[config.mk]
export PLATFORM = sky130hd
export DESIGN_NAME = plastic_synapse
export DESIGN_NICKNAME = d
export VERILOG_FILES = /design/src/rtl/synPkg.sv /design/src/rtl/syn_ctrl.sv /design/src/rtl/syn_datapath.sv /design/src/rtl/plastic_synapse.sv
export SDC_FILE = /design/constraint.sdc
export NUM_CORES = 1
export LEC_CHECK = 0
export ABC_AREA = 1
export BUFFER_PORTS_ARGS = -buffer_cell sky130_fd_sc_hd__buf_2
export CAP_MARGIN = 10
export CELL_PAD_IN_SITES_DETAIL_PLACEMENT = 1
export CELL_PAD_IN_SITES_GLOBAL_PLACEMENT = 2
export CORE_MARGIN = 4
export CORE_UTILIZATION = 36
export CTS_CLUSTER_DIAMETER = 100
export DETAILED_ROUTE_END_ITERATION = 7
export HOLD_SLACK_MARGIN = 0.05
export PLACE_DENSITY = 0.86
export SLEW_MARGIN = 15
export SYNTH_ARGS = -nofsm -noshare
export SYNTH_HDL_FRONTEND = slang
export SYNTH_SLANG_ARGS = --single-unit
[constraint.sdc]
create_clock -name clk -period 10.2 [get_ports clk]
set_clock_uncertainty 0.1 [all_clocks]
set_input_delay 1.53 -clock clk [delete_from_list [all_inputs] [get_ports clk]]
set_output_delay 1.53 -clock clk [all_outputs]
set_load 0.01 [all_outputs]
[src/rtl/synPkg.sv]
package synPkg;
  typedef struct packed {
    logic ltp;
    logic ltd;
    logic homeoUp;
    logic homeoDown;
    logic decay;
  } learnStrobes_t;
endpackage

[src/rtl/syn_ctrl.sv]
module syn_ctrl import synPkg::*; #(
  parameter int AGE_W = 8,
  parameter int CW    = 16
) (
  input  logic             clk,
  input  logic             rstN,
  input  logic             preSpike,
  input  logic             postSpike,
  input  logic             tick,
  input  logic [AGE_W-1:0] cfgWindow,
  input  logic [CW-1:0]    cfgSetPoint,
  input  logic [CW-1:0]    cfgRatePeriod,
  input  logic [CW-1:0]    cfgDecayPeriod,
  output learnStrobes_t    strobes
);
  localparam logic [AGE_W-1:0] AGE_MAX = {AGE_W{1'b1}};
  localparam logic [CW-1:0]    CNT_MAX = {CW{1'b1}};

  logic [AGE_W-1:0] preAge, postAge;
  logic [CW-1:0]    rateTicks, postCount, decayTicks;
  logic [CW:0]      effCount;
  logic             rateEnd, decayEnd;

  // Ages since each side's last spike; a spike restarts the age, a tick advances it.
  always_ff @(posedge clk or negedge rstN) begin
    if (!rstN) begin
      preAge  <= AGE_MAX;
      postAge <= AGE_MAX;
    end else begin
      if (preSpike)                     preAge <= '0;
      else if (tick && preAge != AGE_MAX) preAge <= preAge + 1'b1;
      if (postSpike)                     postAge <= '0;
      else if (tick && postAge != AGE_MAX) postAge <= postAge + 1'b1;
    end
  end

  assign rateEnd  = tick && (cfgRatePeriod != '0) &&
                    ({1'b0, rateTicks} + 1'b1 >= {1'b0, cfgRatePeriod});
  assign decayEnd = tick && (cfgDecayPeriod != '0) && (cfgRatePeriod != '0) &&
                    ({1'b0, decayTicks} + 1'b1 >= {1'b0, cfgDecayPeriod});
  assign effCount = {1'b0, postCount} + {{CW{1'b0}}, postSpike};

  always_ff @(posedge clk or negedge rstN) begin
    if (!rstN) begin
      rateTicks  <= '0;
      postCount  <= '0;
      decayTicks <= '0;
    end else begin
      if (cfgRatePeriod == '0 || rateEnd) begin
        rateTicks <= '0;
        postCount <= '0;
      end else begin
        if (tick) rateTicks <= rateTicks + 1'b1;
        if (postSpike && postCount != CNT_MAX) postCount <= postCount + 1'b1;
      end
      if (cfgDecayPeriod == '0 || cfgRatePeriod == '0 || decayEnd) decayTicks <= '0;
      else if (tick) decayTicks <= decayTicks + 1'b1;
    end
  end

  always_comb begin
    strobes.ltp       = postSpike && !preSpike && (preAge < cfgWindow);
    strobes.ltd       = preSpike && !postSpike && (postAge < cfgWindow);
    strobes.homeoUp   = rateEnd && (effCount < {1'b0, cfgSetPoint});
    strobes.homeoDown = rateEnd && (effCount > {1'b0, cfgSetPoint});
    strobes.decay     = decayEnd;
  end

  // coincident spikes never produce a pairing strobe
  p_pair_block_r5: assert property (@(posedge clk) disable iff (!rstN)
    (preSpike && postSpike) |-> !(strobes.ltp || strobes.ltd));
  // the rate loop never pushes both ways at once
  p_homeo_excl_r8: assert property (@(posedge clk) disable iff (!rstN)
    $onehot0({strobes.homeoUp, strobes.homeoDown}));
  // an age at its ceiling stays there without a spike on that side
  p_age_sat_r4: assert property (@(posedge clk) disable iff (!rstN)
    (preAge == AGE_MAX && !preSpike) |=> preAge == AGE_MAX);
endmodule

[src/rtl/syn_datapath.sv]
module syn_datapath import synPkg::*; #(
  parameter int W = 8,
  parameter logic [W-1:0] RESET_WEIGHT = 8'd128
) (
  input  logic          clk,
  input  logic          rstN,
  input  learnStrobes_t strobes,
  input  logic [W-1:0]  cfgStepUp,
  input  logic [W-1:0]  cfgStepDown,
  input  logic [W-1:0]  cfgHomeoStep,
  input  logic [W-1:0]  cfgWeightMin,
  input  logic [W-1:0]  cfgWeightMax,
  output logic [W-1:0]  weight
);
  localparam int SW = W + 3;

  logic signed [SW-1:0] sum, lo, hi;
  logic [W-1:0]         nextWeight;

  function automatic logic signed [SW-1:0] ext(input logic [W-1:0] v);
    return $signed({3'b000, v});
  endfunction

  always_comb begin
    sum = ext(weight);
    if (strobes.ltp)       sum = sum + ext(cfgStepUp);
    if (strobes.ltd)       sum = sum - ext(cfgStepDown);
    if (strobes.homeoUp)   sum = sum + ext(cfgHomeoStep);
    if (strobes.homeoDown) sum = sum - ext(cfgHomeoStep);
    if (strobes.decay)     sum = sum - ext(W'(1));
    lo = ext(cfgWeightMin);
    hi = ext(cfgWeightMax);
    if (sum > hi)      nextWeight = cfgWeightMax;
    else               nextWeight = sum[W-1:0];
    if (sum < lo)      nextWeight = cfgWeightMin;
  end

  always_ff @(posedge clk or negedge rstN) begin
    if (!rstN) weight <= RESET_WEIGHT;
    else       weight <= nextWeight;
  end

  // weight lands inside the bounds that were in force
  p_bounds_r6: assert property (@(posedge clk) disable iff (!rstN)
    (cfgWeightMin <= cfgWeightMax) |=>
      (weight >= $past(cfgWeightMin) && weight <= $past(cfgWeightMax)));
  // no learning strobe and an in-range weight means the weight holds
  p_hold_r4: assert property (@(posedge clk) disable iff (!rstN)
    (strobes == '0 && weight >= cfgWeightMin && weight <= cfgWeightMax) |=> $stable(weight));
  // a lone potentiation inside the bounds adds exactly one step
  p_ltp_step_r2: assert property (@(posedge clk) disable iff (!rstN)
    (strobes == 5'b10000 && weight >= cfgWeightMin &&
     ({1'b0, weight} + {1'b0, cfgStepUp}) <= {1'b0, cfgWeightMax})
    |=> ({1'b0, weight} == {1'b0, $past(weight)} + {1'b0, $past(cfgStepUp)}));
endmodule

[src/rtl/plastic_synapse.sv]
module plastic_synapse import synPkg::*; #(
  parameter int W = 8,
  parameter int AGE_W = 8,
  parameter int CW = 16,
  parameter logic [W-1:0] RESET_WEIGHT = 8'd128
) (
  input  logic             clk,
  input  logic             rstN,
  input  logic             preSpike,
  input  logic             postSpike,
  input  logic             tick,
  input  logic [W-1:0]     cfgStepUp,
  input  logic [W-1:0]     cfgStepDown,
  input  logic [AGE_W-1:0] cfgWindow,
  input  logic [W-1:0]     cfgWeightMin,
  input  logic [W-1:0]     cfgWeightMax,
  input  logic [CW-1:0]    cfgSetPoint,
  input  logic [W-1:0]     cfgHomeoStep,
  input  logic [CW-1:0]    cfgRatePeriod,
  input  logic [CW-1:0]    cfgDecayPeriod,
  output logic [W-1:0]     weight,
  output logic             atMax,
  output logic             atMin
);
  learnStrobes_t strobes;

  syn_ctrl #(.AGE_W(AGE_W), .CW(CW)) ctrl (
    .clk(clk), .rstN(rstN), .preSpike(preSpike), .postSpike(postSpike), .tick(tick),
    .cfgWindow(cfgWindow), .cfgSetPoint(cfgSetPoint), .cfgRatePeriod(cfgRatePeriod),
    .cfgDecayPeriod(cfgDecayPeriod), .strobes(strobes));

  syn_datapath #(.W(W), .RESET_WEIGHT(RESET_WEIGHT)) dp (
    .clk(clk), .rstN(rstN), .strobes(strobes), .cfgStepUp(cfgStepUp),
    .cfgStepDown(cfgStepDown), .cfgHomeoStep(cfgHomeoStep),
    .cfgWeightMin(cfgWeightMin), .cfgWeightMax(cfgWeightMax), .weight(weight));

  assign atMax = (weight == cfgWeightMax);
  assign atMin = (weight == cfgWeightMin);
endmodule

==> out/qor.yml, run 1 <==
crit_arrival_ps: 8370
rsz0062_at_grt: "false"
p_leak_nw: 5.744
clockPowerShare_pct: 15.6
clockRootBuffer: "clkbuf_16"
viasPerCell: 4.997
synthCells: 1386
powerDensity_mw_per_mm2: 206.7
synth_top_area_cell: "ha_1"
synth_top_cell_area_share_pct: 15.92
synth-simple-area-share_pct: 32.87
drc: 0
synth_top_family_by_area: "simple AND/OR/NAND/NOR gates"
grt_pass1_vias: 9541
crit_path_max_fanout: 15
synthTopCellsByArea: "ha_1 (16%), dfrtp_1 (15%), nand2_1 (12%)"
clkLatencyLatePin_ps: 350
critPathRequiredTime_ps: 10390
final_common_cell: "nand2_1"
period_minus_slack_ps: 8185
antenna_found_initial: 2
via_count: 9135
cpMaxStageDelayCell: "fa_1"
cts_max_path_buffers: 2
finalSetupTns_ps: 0
power_switching_share_pct: 50.67
port_buffers: 110
start_kind: "primary input"
seq_area_frac_synth_pct: 19.83
die_x_um: 167.8
wl_mm: 26.97
fmax_mhz: 122.2
start_util_pct: 36.51
max_stage_delay_ps: 430
synth_xor_area_share_pct: 6.573
synth_adder_area_share_pct: 16.79
slew-limit-headroom_pct: 32.39
tightest_slew_ps: 1014
multi_input_area_mm2: 0.006197
syn_nets: 1608
power.switching_mw: 1.088
end_kind: "flip-flop"
hp-class: "reg2reg"
ir_drop_mv: 0.08946
final_cell_mix: "nand2_1 (290), inv_1 (280), ha_1 (117)"
ys_types: 49
hold_buffers: 0
grt_remaining_overflow: 0
wl_per_cell_um: 14.75
detailed_place.area_mm2: 0.01008
clock_sinks: 72
cts_max_level: 3
postCtsSetupBuffers: 0
fin_util_pct: 41.25
power.internal_mw: 1.059
routabilityCongestion: 0.8708
cts_tree: "done"
muxShareOfSynthArea_pct: 0
cts_resized: 0
max-cap-violations: 0
drive_gt1_share_pct: 14.42
whs_ps: 389.6
cts_buffers: 9
die-area_mm2: 0.02816
yosys_warnings: 0
seqPwrFrac_pct: 20.6
synthesis.area_mm2: 0.009194
finish.instance_area_mm2: 0.01039
rows: 58
final_max_slew_viol_count: 0
ys_ff_latch: 72
grt_pass1_wl_mm: 45.80
setup-violations-final: 0
hold_viol: 0
pin_count: 111
areaGrowthSynthToFinish_pct: 12.97
grt_max_degree: 73
n_fill_cell: 3374
worst_path_most_repeated_cell: "nand2_1"
clk_pin_slew_ps: 60
n_antenna_cell: 0
outcome: "finished, final reports clean"
postSynthAreaPerCell_um2: 6.633
fin_nets: 1715
combPwrFrac_pct: 63.8
critical_path_class: "in2reg"
coreArea_mm2: 0.02518
dpl.hpwl_mm: 22.58
drtIter0Drc: 298
first_pass_iters: 4
track_usage_pct: 19.42
seq_area_mm2: 0.001823
ant_nets: 0
dieHeight_um: 167.8
synth_compound_area_share_pct: 11.17
post-route-period-util_pct: 80.25
per-layer routing:
| metal | track usage, % | wire (um) | vias up | part of all wire (%) |
|---|---|---|---|---|
| met3 | 2.700 | 785 | 23 | 2.9 |
| met2 | 33.26 | 12660 | 99 | 47 |
| li1 | - | - | 4708 | - |
| met1 | 26.37 | 13170 | 4301 | 49 |
| met5 | 0 | 27 | - | 0.10 |
| met4 | 3.705 | 331 | 4 | 1.2 |
layout make-up:
class,count,share of cell area (%)
inverters,290,10.53
repair buffers,110,5.325
multi-input cells,1010,59.67
clock buffers,10,2.301
clock inverters,6,0.6505
flip-flops and latches,72,17.55
well taps,330,3.975
worst paths after layout:
| check | start | endpoint | slack (ps) | depth (start not counted) |
|---|---|---|---|---|
| worst max-delay path | cfgWindow[7] | dp.weight[0] | 2010 | 42 |
| worst min-delay path | ctrl.postAge[1] | ctrl.postAge[1] | 390 | 2 |
| worst max register to register | ctrl.preAge[7] | dp.weight[0] | 2830 | 40 |
| worst min register to register | ctrl.postAge[1] | ctrl.postAge[1] | 390 | 2 |
| max in group asynchronous | rstN | ctrl.postCount[1] | 8090 | 1 |
| min in group asynchronous | rstN | ctrl.decayTicks[14] | 1210 | 1 |
stage by stage:
step	cells	power, mW	setup slack [ps]
after floorplan	1386	1.453	2535
after global placement	1812	1.786	1716
after detailed placement	1812	1.823	1641
after CTS	1828	2.178	1966
after global routing	1828	2.408	1335
final	1828	2.147	2015
registers in the layout, summed over array words and instances (netlist names):
signal,flops
ctrl.rateTicks,16
ctrl.postCount,16
dp.weight,8
ctrl.decayTicks,16
ctrl.postAge,8
ctrl.preAge,8
power by group through the flow:
stage / Clock, mW / Combinational (mW) / Sequential [mW]
after detailed placement: 0 / 1.37 / 0.449
final: 0.336 / 1.37 / 0.442
after floorplan: 0 / 1.03 / 0.424
after CTS: 0.349 / 1.38 / 0.445
after global placement: 0 / 1.34 / 0.449
after global routing: 0.360 / 1.59 / 0.456
Yosys cell counts, drive strengths merged:
library cell / count
o211ai: 4
a21oi: 71
nand2: 311
ha: 117
o22ai: 17
clkinv: 3
inv: 287
nor4: 10
o21ai: 62
o21bai: 3
nand4: 47
o21a: 5
buf: 8
clkbuf: 6
a211oi: 5
and2: 4
fa: 4
nor3: 22
nand3: 122
o31ai: 1
xor2: 56
dfrtp: 55
nor2: 107
a21boi: 1
dfstp: 17
a41oi: 1
nor3b: 3
or2: 12
a2111oi: 1
a31oi: 7
xnor2: 13
a21o: 3
a2bb2oi: 1
critical path, delay by kind of cell:
| kind | cells | cell delay (ps) |
|---|---|---|
| and+or+nand+nor | 24 | 3360 |
| adders and majority gates | 6 | 1980 |
| xor gates and xnor gates | 3 | 600 |
| AOI/OAI and AO/OA | 3 | 470 |
| buffers and inverters | 6 | 430 |
cells by family after synthesis:
family	after synthesis
compound gates	182
simple gates	638
buf+inv	304
xor+xnor	69
fa+ha+maj	121
flops	72
(Power assumes the default switching activity.)
==> inputs of run 2 (changes only) <==
--- a/config.mk
+++ b/config.mk
@@ -5,7 +5,7 @@
 export SDC_FILE = /design/constraint.sdc
 export NUM_CORES = 1
 export LEC_CHECK = 0
-export ABC_AREA = 1
+export ABC_AREA = 0
 export BUFFER_PORTS_ARGS = -buffer_cell sky130_fd_sc_hd__buf_2
 export CAP_MARGIN = 10
 export CELL_PAD_IN_SITES_DETAIL_PLACEMENT = 1
@@ -15,7 +15,7 @@
 export CTS_CLUSTER_DIAMETER = 100
 export DETAILED_ROUTE_END_ITERATION = 7
 export HOLD_SLACK_MARGIN = 0.05
-export PLACE_DENSITY = 0.86
+export PLACE_DENSITY = 0.81
 export SLEW_MARGIN = 15
 export SYNTH_ARGS = -nofsm -noshare
 export SYNTH_HDL_FRONTEND = slang
==> constraint.sdc (replaced) <==
create_clock -name clk -period 8.05 [get_ports clk]
set_clock_uncertainty 0.1 [all_clocks]
set_input_delay 1.2075 -clock clk [delete_from_list [all_inputs] [get_ports clk]]
set_output_delay 1.2075 -clock clk [all_outputs]
set_load 0.01 [all_outputs]
==> out/qor.yml, run 2 <==
outcome: "finished, final reports clean"
yosys_warnings: 0  # unchanged
rows: 56  # -3.4%
max-cap-violations: 0  # unchanged
whs_ps: 428.5  # +38.92 ps
min_path_cells: 1  # -1
syn_nets: 1283  # -20%
largestRegisters: "ctrl.decayTicks: 16 flops, ctrl.postCount: 16 flops, ctrl.rateTicks: 16 flops"
setup-violations-final: 0  # unchanged
cts_buffers: 9  # unchanged
start_kind: "primary input"
final_cells: 1598  # -13%
p_leak_nw: 5.474  # -4.7%
cts_tree: "done"
drive_gt1_share_pct: 28.07  # +14 points
pin_count: 111  # unchanged
cts_max_level: 3  # unchanged
period_minus_slack_ps: 7765
cts_max_path_buffers: 2  # unchanged
antenna_found_initial: 0  # -2
post-route-period-util_pct: 96.46
ant_nets: 0  # unchanged
grt.met2_usage_pct: 34.47  # +1.2 points
clkLatencyLatePin_ps: 350  # about the same
wl_per_cell_um: 17.45  # +18%
final_cell_mix: "buf_4 (117), buf_2 (107), ha_1 (106)"
drc: 0  # unchanged
reg2reg_depth: 34  # -15%
track_usage_pct: 20.48  # +1.1 points
die-area_mm2: 0.02667  # -5.3%
ys_ff_latch: 72  # unchanged
setup_slack_ps: 284.6  # -1730 ps
dp_slack_ps: -503.4  # -2144 ps
viasPerCell: 5.368  # +7.4%
cpMaxStageDelayCell: "fa_2"
min_from: "ctrl.decayTicks[12]"
crit_arrival_ps: 7890  # -480 ps
clk_pin_slew_ps: 70  # about the same
coreArea_mm2: 0.02361  # -6.2%
start_util_pct: 36.78  # +0.27 points
crit_path_max_fanout: 7  # -8
rrSetupSlack_ps: 580  # -2250 ps
hp-class: "reg2reg"
via_count: 8578  # -6.1%
fmax_mhz: 128.8
powerDensity_mw_per_mm2: 291.5  # +41%
first_pass_iters: 5  # +1
clockRootBuffer: "clkbuf_16"
grt_remaining_overflow: 0  # unchanged
synth_top_cells_by_count: "ha_1 (117), inv_1 (101), nor2_1 (96)"
die_x_um: 163.3  # -2.7%
synthTopCellsByArea: "ha_1 (17%), dfrtp_1 (16%), xnor2_1 (6.4%)"
regToRegStartpoint: "ctrl.rateTicks[2]"
rr_endpoint: "dp.weight[0]"
final_max_slew_viol_count: 0  # unchanged
dieHeight_um: 163.3  # -2.7%
grt_pass1_vias: 8997  # -5.7%
seq_area_frac_synth_pct: 20.99  # +1.2 points
p_total_mw: 3.257  # +52%
grt-busiest-layer: "met2"
synth_top_area_cell: "ha_1"
worst_path_most_repeated_cell: "ha_4"
hold_buffers: 0  # unchanged
ir_drop_mv: 0.1833  # +100%
clock_sinks: 72  # unchanged
dpl.hpwl_mm: 22.28  # -1.3%
placed_cells: 1569  # -13%
grtUsageMet3_pct: 1.842  # -0.86 points
hold_viol: 0  # unchanged
wl_mm: 27.89  # +3.4%
synth_top_cell_area_share_pct: 16.86  # +0.93 points
routabilityCongestion: 0.8405  # -3.5%
slew-limit-headroom_pct: 34.51  # +2.1 points
grt_pass1_wl_mm: 44.73  # -2.3%
drtIter0Drc: 384  # +29%
end_kind: "flip-flop"
n_antenna_cell: 0  # unchanged
ys_types: 78  # +59%
hold_end: "ctrl.decayTicks[12]"
n_fill_cell: 2913  # -14%
synthesis.area_mm2: 0.008685  # -5.5%
critPathRequiredTime_ps: 8180  # -2210 ps
synth_ff_type: "dfrtp_1"
areaGrowthSynthToFinish_pct: 28.64
critical_path_class: "in2reg"
async_flop_share_pct: 100.0  # unchanged
startpoint: "cfgWindow[2]"
synthCells: 1061  # -23%
use_met1_pct: 28.62  # +2.2 points
tightest_slew_ps: 982.3  # -31.86 ps
grt_max_degree: 70  # -4.1%
port_buffers: 110  # unchanged
synth_edf_count: 0  # unchanged
rsz0062_at_grt: "true"
post-synth-top-count-cell: "ha_1"
max_stage_delay_ps: 400  # -30 ps
final_common_cell: "buf_4"
postSynthAreaPerCell_um2: 8.185  # +23%
fin_nets: 1496  # -13%
==> run 2: changes by cell type after synthesis, sizes merged, moves of 13 or more <==
cell    before  now
a21oi       71   47
and3         0   26
inv        287  101
mux2         0   13
mux2i        0   25
nand2      311   67
nand2b       0   17
nand3      122   42
nand4       47   29
nor2b        0   14
o21ai       62   75
o22ai       17    2
xnor2       13   63
==> run 2: final cells by class <==
class	count	area [um^2]	area share, %
Multi-Input combinational cell	862	6800	60.87
Sequential cell	72	1823	16.32
Timing Repair Buffer	227	1456	13.04
Tap cell	319	399.1	3.573
Inverter	102	387.9	3.472
Clock buffer	9	225.2	2.016
Clock inverter	7	80.08	0.7168
==> run 2: worst max-delay path by stage <==
stage,endpoint,cells after the start
floorplan,dp.weight[0],37
global placement,dp.weight[6],37
detailed placement,dp.weight[2],37
CTS,dp.weight[0],36
global route,dp.weight[3],39
finish,dp.weight[2],39
==> run 2: report_power, final <==
part	total [mW]	switching (mW)	leakage, nW	internal [mW]
combinational	2.30	1.11	4.42	1.19
sequential	0.531	0.105	0.901	0.426
clock	0.425	0.181	0.148	0.244
==> run 2: critical path: cells and delay by family <==
| kind | cells | cell delay, ps |
|---|---|---|
| multiplexers | 3 | 560 |
| AO/OA/AOI/OAI | 15 | 2680 |
| buffers and inverters | 5 | 490 |
| AND/OR/NAND/NOR | 6 | 790 |
| XOR/XNOR | 4 | 560 |
| adder cells (fa/ha/maj) | 6 | 1560 |
==> run 2: through the flow <==
step                      setup TNS (ps)  instance area (um^2)  util [%]
after floorplan                        0                  8725         -
final                                  0                 11170     47.31
after global placement             -1997                 10360     43.86
after detailed placement           -3880                 10360     43.86
after global routing               -1205                 11170     47.31
after CTS                              0                 10680     45.25
==> run 2: cells by family after synthesis <==
group / share of synthesized area [%]
AOI/OAI and AO/OA: 18.50
adders and majority gates: 17.78
buffers and inverters: 5.691
and+or+nand+nor: 21.03
xor gates and xnor gates: 11.40
muxes: 4.610
DFF: 20.99
==> run 2: layer usage <==
metal / wire [um] / up-vias
met4: 443 / 0
met5: 0 / -
li1: - / 4235
met2: 13450 / 108
met1: 13400 / 4207
met3: 607 / 28
==> run 2: what timing repair did <==
item | 4_1_cts | 5_1_grt
endpoints found under the setup margin | 8 | 8
resized for setup | 5 | 83
setup buffers | 0 | 13
pin swaps | 2 | 40
